### config.mk
export PLATFORM = sky130hd
export DESIGN_NAME = swrow_port
export DESIGN_NICKNAME = d
export VERILOG_FILES = /design/src/rtl/swrow_pkg.sv /design/src/rtl/swrow_decode.sv /design/src/rtl/swrow_sync.sv /design/src/rtl/swrow_select.sv /design/src/rtl/swrow_port.sv
export SDC_FILE = /design/constraint.sdc
export NUM_CORES = 1
export LEC_CHECK = 0
export CAP_MARGIN = 25
export CORE_MARGIN = 4
export CORE_UTILIZATION = 45
export CTS_BUF_LIST = sky130_fd_sc_hd__clkbuf_4 sky130_fd_sc_hd__clkbuf_8 sky130_fd_sc_hd__clkbuf_16
export DETAILED_ROUTE_END_ITERATION = 10
export DONT_BUFFER_PORTS = 1
export PLACE_DENSITY_LB_ADDON = 0.08
export SETUP_SLACK_MARGIN = 0.3
export SLEW_MARGIN = 10
export SYNTH_ARGS = -nofsm -noshare
export SYNTH_HDL_FRONTEND = slang
export SYNTH_SLANG_ARGS = --single-unit
### constraint.sdc
create_clock -name clk -period 5.5 [get_ports clk]
set_input_delay 0.55 -clock clk [delete_from_list [all_inputs] [get_ports clk]]
set_output_delay 0.55 -clock clk [all_outputs]
set_load 0.005 [all_outputs]
### src/rtl/swrow_pkg.sv
package swrow_pkg;
  localparam int unsigned ADDR_W_DEF   = 17;
  localparam int unsigned DATA_W_DEF   = 16;
  localparam int unsigned WIN_LOG2_DEF = 11;
  localparam int unsigned ROWS_DEF     = 8;
  localparam int unsigned COLS_DEF     = 8;
  localparam logic [ADDR_W_DEF-1:0] WIN_BASE_DEF = 17'h14000;
endpackage

### src/rtl/swrow_decode.sv
module swrow_decode #(
  parameter int unsigned ADDR_W   = 17,
  parameter int unsigned WIN_LOG2 = 11,
  parameter logic [ADDR_W-1:0] BASE = 17'h14000
) (
  input  logic [ADDR_W-1:0] addr,
  output logic              hit
);
  localparam int unsigned TAG_W = ADDR_W - WIN_LOG2;
  localparam logic [TAG_W-1:0] TAG = BASE[ADDR_W-1:WIN_LOG2];

  // Only the bits above the window size take part in the compare.
  always_comb begin
    hit = (addr[ADDR_W-1:WIN_LOG2] == TAG);
  end
endmodule

### src/rtl/swrow_sync.sv
module swrow_sync #(
  parameter int unsigned WIDTH = 64
) (
  input  logic             clk,
  input  logic             rst_n,
  input  logic [WIDTH-1:0] d,
  output logic [WIDTH-1:0] q
);
  logic [WIDTH-1:0] meta_q, meta_d;
  logic [WIDTH-1:0] sync_q, sync_d;

  always_comb begin
    meta_d = d;
    sync_d = meta_q;
  end

  always_ff @(posedge clk or negedge rst_n) begin
    if (!rst_n) begin
      meta_q <= '0;
      sync_q <= '0;
    end else begin
      meta_q <= meta_d;
      sync_q <= sync_d;
    end
  end

  assign q = sync_q;
endmodule

### src/rtl/swrow_select.sv
module swrow_select #(
  parameter int unsigned ROWS  = 8,
  parameter int unsigned ROW_W = (ROWS > 1) ? $clog2(ROWS) : 1
) (
  input  logic             clk,
  input  logic             rst_n,
  input  logic             load_en,
  input  logic [ROWS-1:0]  strobe,
  output logic [ROW_W-1:0] row
);
  logic [ROW_W-1:0] row_q, row_d;
  logic [ROW_W-1:0] pick;
  logic             any;

  // Ascending scan: a later (higher) set bit overwrites an earlier one.
  always_comb begin
    pick = '0;
    any  = 1'b0;
    for (int i = 0; i < int'(ROWS); i++) begin
      if (strobe[i]) begin
        pick = ROW_W'(i);
        any  = 1'b1;
      end
    end
  end

  always_comb begin
    row_d = row_q;
    if (load_en && any) begin
      row_d = pick;
    end
  end

  always_ff @(posedge clk or negedge rst_n) begin
    if (!rst_n) begin
      row_q <= '0;
    end else begin
      row_q <= row_d;
    end
  end

  assign row = row_q;
endmodule

### src/rtl/swrow_port.sv
module swrow_port
  import swrow_pkg::*;
#(
  parameter int unsigned ADDR_W   = ADDR_W_DEF,
  parameter int unsigned DATA_W   = DATA_W_DEF,
  parameter int unsigned WIN_LOG2 = WIN_LOG2_DEF,
  parameter int unsigned ROWS     = ROWS_DEF,
  parameter int unsigned COLS     = COLS_DEF,
  parameter logic [ADDR_W-1:0] WIN_BASE = WIN_BASE_DEF
) (
  input  logic                 clk,
  input  logic                 rst_n,
  input  logic [ADDR_W-1:0]    bus_addr,
  input  logic                 bus_wr,
  input  logic                 bus_rd,
  input  logic [DATA_W-1:0]    bus_wdata,
  input  logic [ROWS*COLS-1:0] sw_in,
  output logic [DATA_W-1:0]    bus_rdata,
  output logic                 bus_rvalid
);
  localparam int unsigned ROW_W      = (ROWS > 1) ? $clog2(ROWS) : 1;
  localparam int unsigned STROBE_LSB = DATA_W - ROWS;
  localparam int unsigned PAD_W      = DATA_W - COLS;

  // Reset: asserted at once, released after two clock edges.
  logic rst_meta_q, rst_sync_q;
  always_ff @(posedge clk or negedge rst_n) begin
    if (!rst_n) begin
      rst_meta_q <= 1'b0;
      rst_sync_q <= 1'b0;
    end else begin
      rst_meta_q <= 1'b1;
      rst_sync_q <= rst_meta_q;
    end
  end

  logic win_hit;
  swrow_decode #(
    .ADDR_W(ADDR_W), .WIN_LOG2(WIN_LOG2), .BASE(WIN_BASE)
  ) u_decode (
    .addr(bus_addr),
    .hit (win_hit)
  );

  logic [ROW_W-1:0] row_q;
  logic             row_load;
  always_comb begin
    row_load = bus_wr && win_hit;
  end

  swrow_select #(.ROWS(ROWS), .ROW_W(ROW_W)) u_select (
    .clk    (clk),
    .rst_n  (rst_sync_q),
    .load_en(row_load),
    .strobe (bus_wdata[STROBE_LSB +: ROWS]),
    .row    (row_q)
  );

  logic [ROWS*COLS-1:0] sw_sync;
  swrow_sync #(.WIDTH(ROWS*COLS)) u_sync (
    .clk  (clk),
    .rst_n(rst_sync_q),
    .d    (sw_in),
    .q    (sw_sync)
  );

  logic [COLS-1:0] row_cols [ROWS];
  for (genvar r = 0; r < int'(ROWS); r++) begin : g_row
    assign row_cols[r] = sw_sync[r*COLS +: COLS];
  end

  logic [COLS-1:0] col_sel;
  always_comb begin
    col_sel = row_cols[row_q];
  end

  logic              rd_en;
  logic              rvalid_q, rvalid_d;
  logic [DATA_W-1:0] rdata_q, rdata_d;

  always_comb begin
    rd_en    = bus_rd && win_hit;
    rvalid_d = rd_en;
    rdata_d  = '0;
    if (rd_en) begin
      rdata_d = {{PAD_W{1'b0}}, col_sel};
    end
  end

  always_ff @(posedge clk or negedge rst_sync_q) begin
    if (!rst_sync_q) begin
      rvalid_q <= 1'b0;
      rdata_q  <= '0;
    end else begin
      rvalid_q <= rvalid_d;
      rdata_q  <= rdata_d;
    end
  end

  assign bus_rdata  = rdata_q;
  assign bus_rvalid = rvalid_q;
endmodule

* After elaboration in Yosys (flattened, before gate mapping)
Index checks and enable logic that the tools add are counted.
Word-level totals: register bits 142
Operators by class: magnitude comparators 1, reduce and logical (&&, ||, !) cells 3, equal/unequal tests 1, bitwise logic cells 1, muxes and demuxes 19
Operator list (count):
- 8-bit binary-select mux with 3-bit select | 1
- 8-bit 2-to-1 mux | 3
- 3-bit 2-to-1 mux | 4
- 1-bit 2-to-1 mux | 9
- 6-bit equality test (second input constant) | 1
- 4-bit greater-or-equal comparator (second input constant) | 1
- 2-bit 2-to-1 mux | 2
- 3-bit inverter with 4-bit output | 1
- 1-bit logical AND | 3

* Longest topological paths before layout
Gate-level depths: netlist of the first run.
word-level depth 9, depth in mapped cells 5

* Cells and area by module
From an unflattened synthesis of the first run, not the netlist that was laid out.
Second synthesis, totals: cell total of the unflattened synthesis 240, area, all modules 4360.4 µm²
Modules (own cells, without submodules):
- swrow_sync | times used 1, area an instance 3203.1 µm², cells an instance 128
- swrow_port | times used 1, area an instance 943.4 µm², cells an instance 91
- swrow_select | times used 1, area an instance 192.7 µm², cells an instance 19
- swrow_decode | times used 1, area an instance 21.3 µm², cells an instance 2

* Worst setup path before layout of the first run
No wires, ideal clock.
kind input to register, from in bus_addr[12], to reg u_select.row_q[0], in the netlist u_select.row[0], buffers on the path 0, path slack 3.874 ns, arrival time 1.498 ns, cell stages on the path 4, path through nor4b_2 nand3_1 a31oi_4 mux2_1
On the way: cells in the longest elaborated chain, start to end 3
RTL lines:
- from (decl) | RTL line swrow_port.sv:13 | input logic [ADDR_W-1:0] bus_addr,
- 6-bit equality test | RTL line swrow_decode.sv:14 | hit = (addr[ADDR_W-1:WIN_LOG2] == TAG);
- 1-bit logical AND | RTL line swrow_port.sv:48 | row_load = bus_wr && win_hit;
- 1-bit logical AND | RTL line swrow_select.sv:29 | if (load_en && any) begin
- to (signal assigned) | RTL line swrow_select.sv:38 | row_q <= row_d;
- to (decl) | RTL line swrow_select.sv:11 | logic [ROW_W-1:0] row_q, row_d;
No other way between the ends. A chain may end at the register's enable or synchronous reset.

==> results.json, run 1 <==
{
  "drtPass1Iterations": 4,
  "leakagePower_nw": 2.20,
  "wl_met1_mm": 2.50,
  "crit_fanout": 75,
  "dpl.hpwl_mm": 4.37,
  "ir_drop_v": 0.000402,
  "fmax_mhz": 544,
  "syn-instance-count": 217,
  "hold_viol": 0,
  "critPathSlowestCell": "dfrtp_4",
  "crit_family": "flip-flops",
  "fin_crit_ps": 1840,
  "die_w_um": 105,
  "ys.flop_type": "dfrtp_1",
  "area_delta_synth_final_pct": 16.6,
  "yosys_warnings": 0,
  "grtUsageTotal_pct": 13.5,
  "synth.distinct_cells": 20,
  "startpoint_type": "flip-flop",
  "rows": 35,
  "cts_setup_buffers": 0,
  "die_y_um": 105,
  "grt_overflow": 0,
  "synth_area_mm2": 0.00428,
  "p_per_area_mw_per_mm2": 469,
  "critPathMaxStageDelay_ps": 950,
  "critPathArrivalTime_ps": 2350,
  "num_io_pins": 118,
  "gp_congestion": 0.664,
  "synth_area_per_cell_um2": 19.7,
  "met3_wirelength_um": 466,
  "vias_per_cell": 4.63,
  "ctsHoldBuffers": 1,
  "power.total_mw": 2.34,
  "fin_crit_sh_pct": 33.4,
  "ys_async_sr_fraction_pct": 100,
  "drc": 0,
  "core_area_mm2": 0.00924,
  "post_cts_resized": 0,
  "finalClockSkew_ps": 7.92,
  "path_class": "flip-flop to asynchronous set/reset pin",
  "maxCapViolCount": 0,
  "insertion_delay_ps": 510,
  "grt_pass1_vias": 2040,
  "grt_first_pass_wirelength_mm": 10.7,
  "rsz0062_at_grt": "no",
  "num-nets-final": 334,
  "cp_cell_sequence": "buf_4",
  "drive_above_1_share_pct": 22.0,
  "cts.reportedPaths.clkPinSlew_ps": 70,
  "clock_sink_count": 142,
  "ant_nets": 0,
  "cts_tree": "done",
  "slew_violations": 0,
  "r2r_slack_ps": 3660,
  "setup_viol": 0,
  "worst_pin_slew_ps": 896,
  "setup_tns_ps": 0,
  "wl_mm": 6.85,
  "required_ps": 6010,
  "numPortBuffers": 0,
  "dr_wl_met2_mm": 3.82,
  "wl_per_cell_um": 18.3,
  "synth_seq_cells": 142,
  "status": "finished, final reports clean",
  "synth_top_area_share_pct": 83.1,
  "antenna_found_initial": 0,
  "critical_path_buf_inv_count": 1,
  "start_util_pct": 46.3,
  "vias": 1735,
  "yosysMostFrequentCell": "dfrtp_1",
  "diodes": 0,
  "root_buffer": "clkbuf_8",
  "dr.first_iter.drc_count": 73,
  "cts_buffers": 17,
  "hold_path.class": "primary input to flip-flop",
  "synth.top_cells.by_count": "142 x dfrtp_1, 16 x mux4_2, 16 x nand2_1, 10 x a21oi_1, 8 x buf_4",
  "worstSetupEndpointType": "asynchronous set/reset pin",
  "grt_max_degree": 76,
  "dieArea_mm2": 0.0111,
  "slew_headroom_pct": 40.3,
  "yosysTopAreaCell": "dfrtp_1",
  "cts_buffer_depth": 2,
  "top_layer": "met4",
  "synth-edff-count": 0,
  "ys_seq_area_share_pct": 83.1,
  "ys_top_cells_by_area": "dfrtp_1 83%, mux4_2 8.4%, buf_4 1.4%",
  "ctsHtreeMaxLevel": 4
}
[cell families after synthesis]
| family | after synthesis | share of synthesized area (%) |
|---|---|---|
| compound gates | 13 | 2.02 |
| flops | 142 | 83.1 |
| buf+inv | 17 | 2.63 |
| simple gates | 24 | 2.90 |
| other cells | 2 | 0.176 |
| mux | 19 | 9.19 |
[routing by layer]
layer  global-route usage (%)  up-vias
li1                         -      746
met5                        0        -
met1                     14.5      907
met3                     6.55        6
met2                     23.1       76
met4                     5.06        0
[cell usage in the layout, fill, tap and decap left out, drive strengths merged]
cell | Yosys | final
buf | 12 | 2
inv | 3 | 12
nand3 | 2 | 2
clkinvlp | 0 | 1
a31oi | 1 | 1
nor2b | 1 | 1
dlygate4sd3 | 0 | 1
o31ai | 2 | 2
mux2 | 2 | 2
clkbuf | 1 | 18
nand2 | 16 | 16
mux4 | 16 | 16
conb | 2 | 9
nor4b | 1 | 1
a21oi | 10 | 10
nor2 | 3 | 3
mux2i | 1 | 1
nor4 | 1 | 1
dfrtp | 142 | 142
clkinv | 1 | 3
bufinv | 0 | 2
[area by class of cell]
cell class              count  area [um2]
well taps                 129         161
clock buffers              18         422
flip-flops and latches    142        3560
repair buffers              3        25.0
inverters                   4        15.0
multi-input cells          65         637
fillers                   734        4250
clock inverters            14         169
[state kept, by name, indices dropped and copies added, names as in the netlist]
| signal | count |
|---|---|
| u_select.row | 3 |
| rst_meta_q | 1 |
| bus_rdata | 8 |
| u_sync.q | 64 |
| bus_rvalid | 1 |
| rst_sync_q | 1 |
| u_sync.meta_q | 64 |
[power by group]
part | switching (mW) | internal [mW] | total [mW]
clock network | 0.449 | 0.668 | 1.12
logic | 0.0426 | 0.0512 | 0.0938
registers | 0.0330 | 1.10 | 1.13
total | 0.524 | 1.81 | 2.34
[metrics by stage]
step	cells	instance area (um2)	hold slack, ps	utilization [%]	worst slack, ps
5_1_grt	375	4990	21.8	54.0	3320
6_report	375	4990	64.8	54.0	3660
2_1_floorplan	224	4300	254	-	1250
3_5_place_dp	342	4390	254	47.5	3560
3_3_place_gp	342	4390	254	47.5	3660
4_1_cts	375	4990	35.5	54.0	3550
[path summary, 6_finish.rpt]
| check | cells past startpoint | start | endpoint |
|---|---|---|---|
| max | 1 | rst_sync_q | u_sync.meta_q[28] |
| min | 0 | sw_in[5] | u_sync.meta_q[5] |
| max reg2reg | 1 | rst_sync_q | u_sync.meta_q[28] |
| min reg2reg | 0 | u_sync.meta_q[15] | u_sync.q[15] |
| max in group clk | 3 | u_select.row[1] | bus_rdata[0] |
| min in group asynchronous | 1 | rst_n | rst_sync_q |
(Power assumes the default switching activity.)
==> run 2: changes to the inputs <==
Clock period 5.5 ns to 1.8 ns, I/O delays scaled along.
==> results.json, run 2 (synthesis gave the netlist of run 1 again) <==
{
  "status": "finished, final reports clean",
  "finalClockSkew_ps": 6.99,
  "fillers": 683,
  "cp_cell_sequence": "dlygate4sd3_1, a21oi_1, dlygate4sd3_1, o31ai_1, mux2_1",
  "wl_per_cell_um": 15.6,
  "critical_path_buf_inv_count": 2,
  "cp_common_cell": "dlygate4sd3_1",
  "clock_sink_count": 142,
  "fmax_mhz": 687,
  "core_area_mm2": 0.00924,
  "ctsHtreeMaxLevel": 4,
  "root_buffer": "clkbuf_8",
  "gp_congestion": 0.750,
  "dieArea_mm2": 0.0111,
  "ant_nets": 0,
  "cts_buffers": 17,
  "hold_viol": 0,
  "multiInputGateArea_um2": 637,
  "vias_per_cell": 4.49,
  "start_util_pct": 46.3,
  "area_delta_synth_final_pct": 34.3,
  "diodes": 0,
  "die_w_um": 105,
  "startpoint_type": "primary input",
  "path_class": "primary input to flip-flop",
  "antenna_found_initial": 0,
  "switching_share_pct": 22.3,
  "num_io_pins": 118,
  "crit_family": "buffers and inverters",
  "fin_cells": 449,
  "grt_first_pass_wirelength_mm": 11.4,
  "setup_tns_ps": 0,
  "cts_tree": "done",
  "drtPass1Iterations": 4,
  "clkPwrFrac_pct": 44.9,
  "cts.reportedPaths.clkPinSlew_ps": 60,
  "final_common_cell": "dfrtp_1",
  "p_seq_share_pct": 47.9,
  "insertion_delay_ps": 500,
  "fin_crit_sh_pct": 80.8,
  "critPathArrivalTime_ps": 1830,
  "grt_overflow": 0,
  "worstSetupEndpointType": "flip-flop",
  "critPathSlowestCell": "dlygate4sd3_1",
  "rows": 35,
  "wl_mm": 7.02,
  "critPathMaxStageDelay_ps": 610,
  "rsz0062_at_grt": "no",
  "required_ps": 2180,
  "cts_setup_buffers": 0,
  "vias": 2014,
  "cts_buffer_depth": 2,
  "dr.first_iter.drc_count": 38,
  "p_int_mw": 5.52,
  "grtUsageTotal_pct": 14.0,
  "die_y_um": 105,
  "r2r_slack_ps": 390,
  "final_cell_mix": "140 x dfrtp_1, 72 x dlygate4sd3_1, 17 x clkbuf_16, 16 x mux4_2, 16 x nand2_1",
  "p_per_area_mw_per_mm2": 1240,
  "num-nets-final": 408,
  "grt_max_degree": 91,
  "drive_above_1_share_pct": 18.1,
  "leakagePower_nw": 2.52,
  "hold_path.class": "primary input to flip-flop",
  "drc": 0,
  "combPwrFrac_pct": 7.2,
  "numPortBuffers": 0,
  "maxCapViolCount": 0,
  "setup_viol": 0,
  "final-seq-area_mm2": 0.00356,
  "dp_cells": 344,
  "dpl.hpwl_mm": 4.48,
  "grt_pass1_vias": 2297,
  "fin_crit_ps": 1450,
  "slew_violations": 0,
  "p_switching_mw": 1.58,
  "ir_drop_v": 0.000578,
  "crit_fanout": 3
}
run 2: layout make-up:
cell class	instances	area share, %
Tap cell	129	2.81
Sequential cell	142	62.0
Clock buffer	18	7.34
Clock inverter	14	2.35
Timing Repair Buffer	77	14.2
Inverter	4	0.261
Multi-Input combinational cell	65	11.1
run 2: repair_timing:
action                     4_1_cts  5_1_grt
resized for setup                0        1
hold endpoints to repair        69        0
hold buffers                    72        0
setup endpoints to repair        0        1
run 2: metal layers:
metal / vias up / global-route usage (%) / routed length, um
met2: 70 / 23.9 / 3750
li1: 896 / - / -
met4: 0 / 5.90 / 78
met3: 6 / 5.51 / 528
met1: 1042 / 15.6 / 2660
met5: - / 0 / 0
run 2: path summary, 6_finish.rpt:
path / from / to / depth (start not counted)
setup / recovery: bus_wdata[15] / u_select.row[0] / 5
hold / removal: bus_addr[12] / u_select.row[2] / 4
setup reg to reg: u_select.row[0] / bus_rdata[3] / 4
hold reg to reg: rst_sync_q / u_sync.q[33] / 1
max in group asynchronous: rst_sync_q / u_select.row[0] / 1
min in group asynchronous: rst_sync_q / u_sync.q[33] / 1
run 2: worst register-to-register path: stages, from the launching register on:
cell     delay, ps
dfrtp_2        420
buf_12         170
mux4_2         530
nand2_1         90
a21oi_1         70
run 2: power by group through the flow:
stage,registers [mW],logic [mW],clock network [mW]
finish,3.40,0.512,3.19
global route,3.42,0.565,3.45
CTS,3.40,0.509,3.29
detailed placement,3.46,0.381,0
global placement,3.45,0.380,0
floorplan,3.48,0.264,0
run 2: through the flow:
stage               utilization [%]  power, mW  worst slack (ps)  hold WS, ps  cell area [um2]
floorplan                         -       3.74               307         -116             4310
global placement               48.0       3.83               377         -116             4440
detailed placement             48.0       3.84               362         -116             4440
CTS                            61.9       7.20               352         25.2             5720
global route                   62.1       7.43               306         38.5             5740
finish                         62.1       7.10               345         52.7             5740
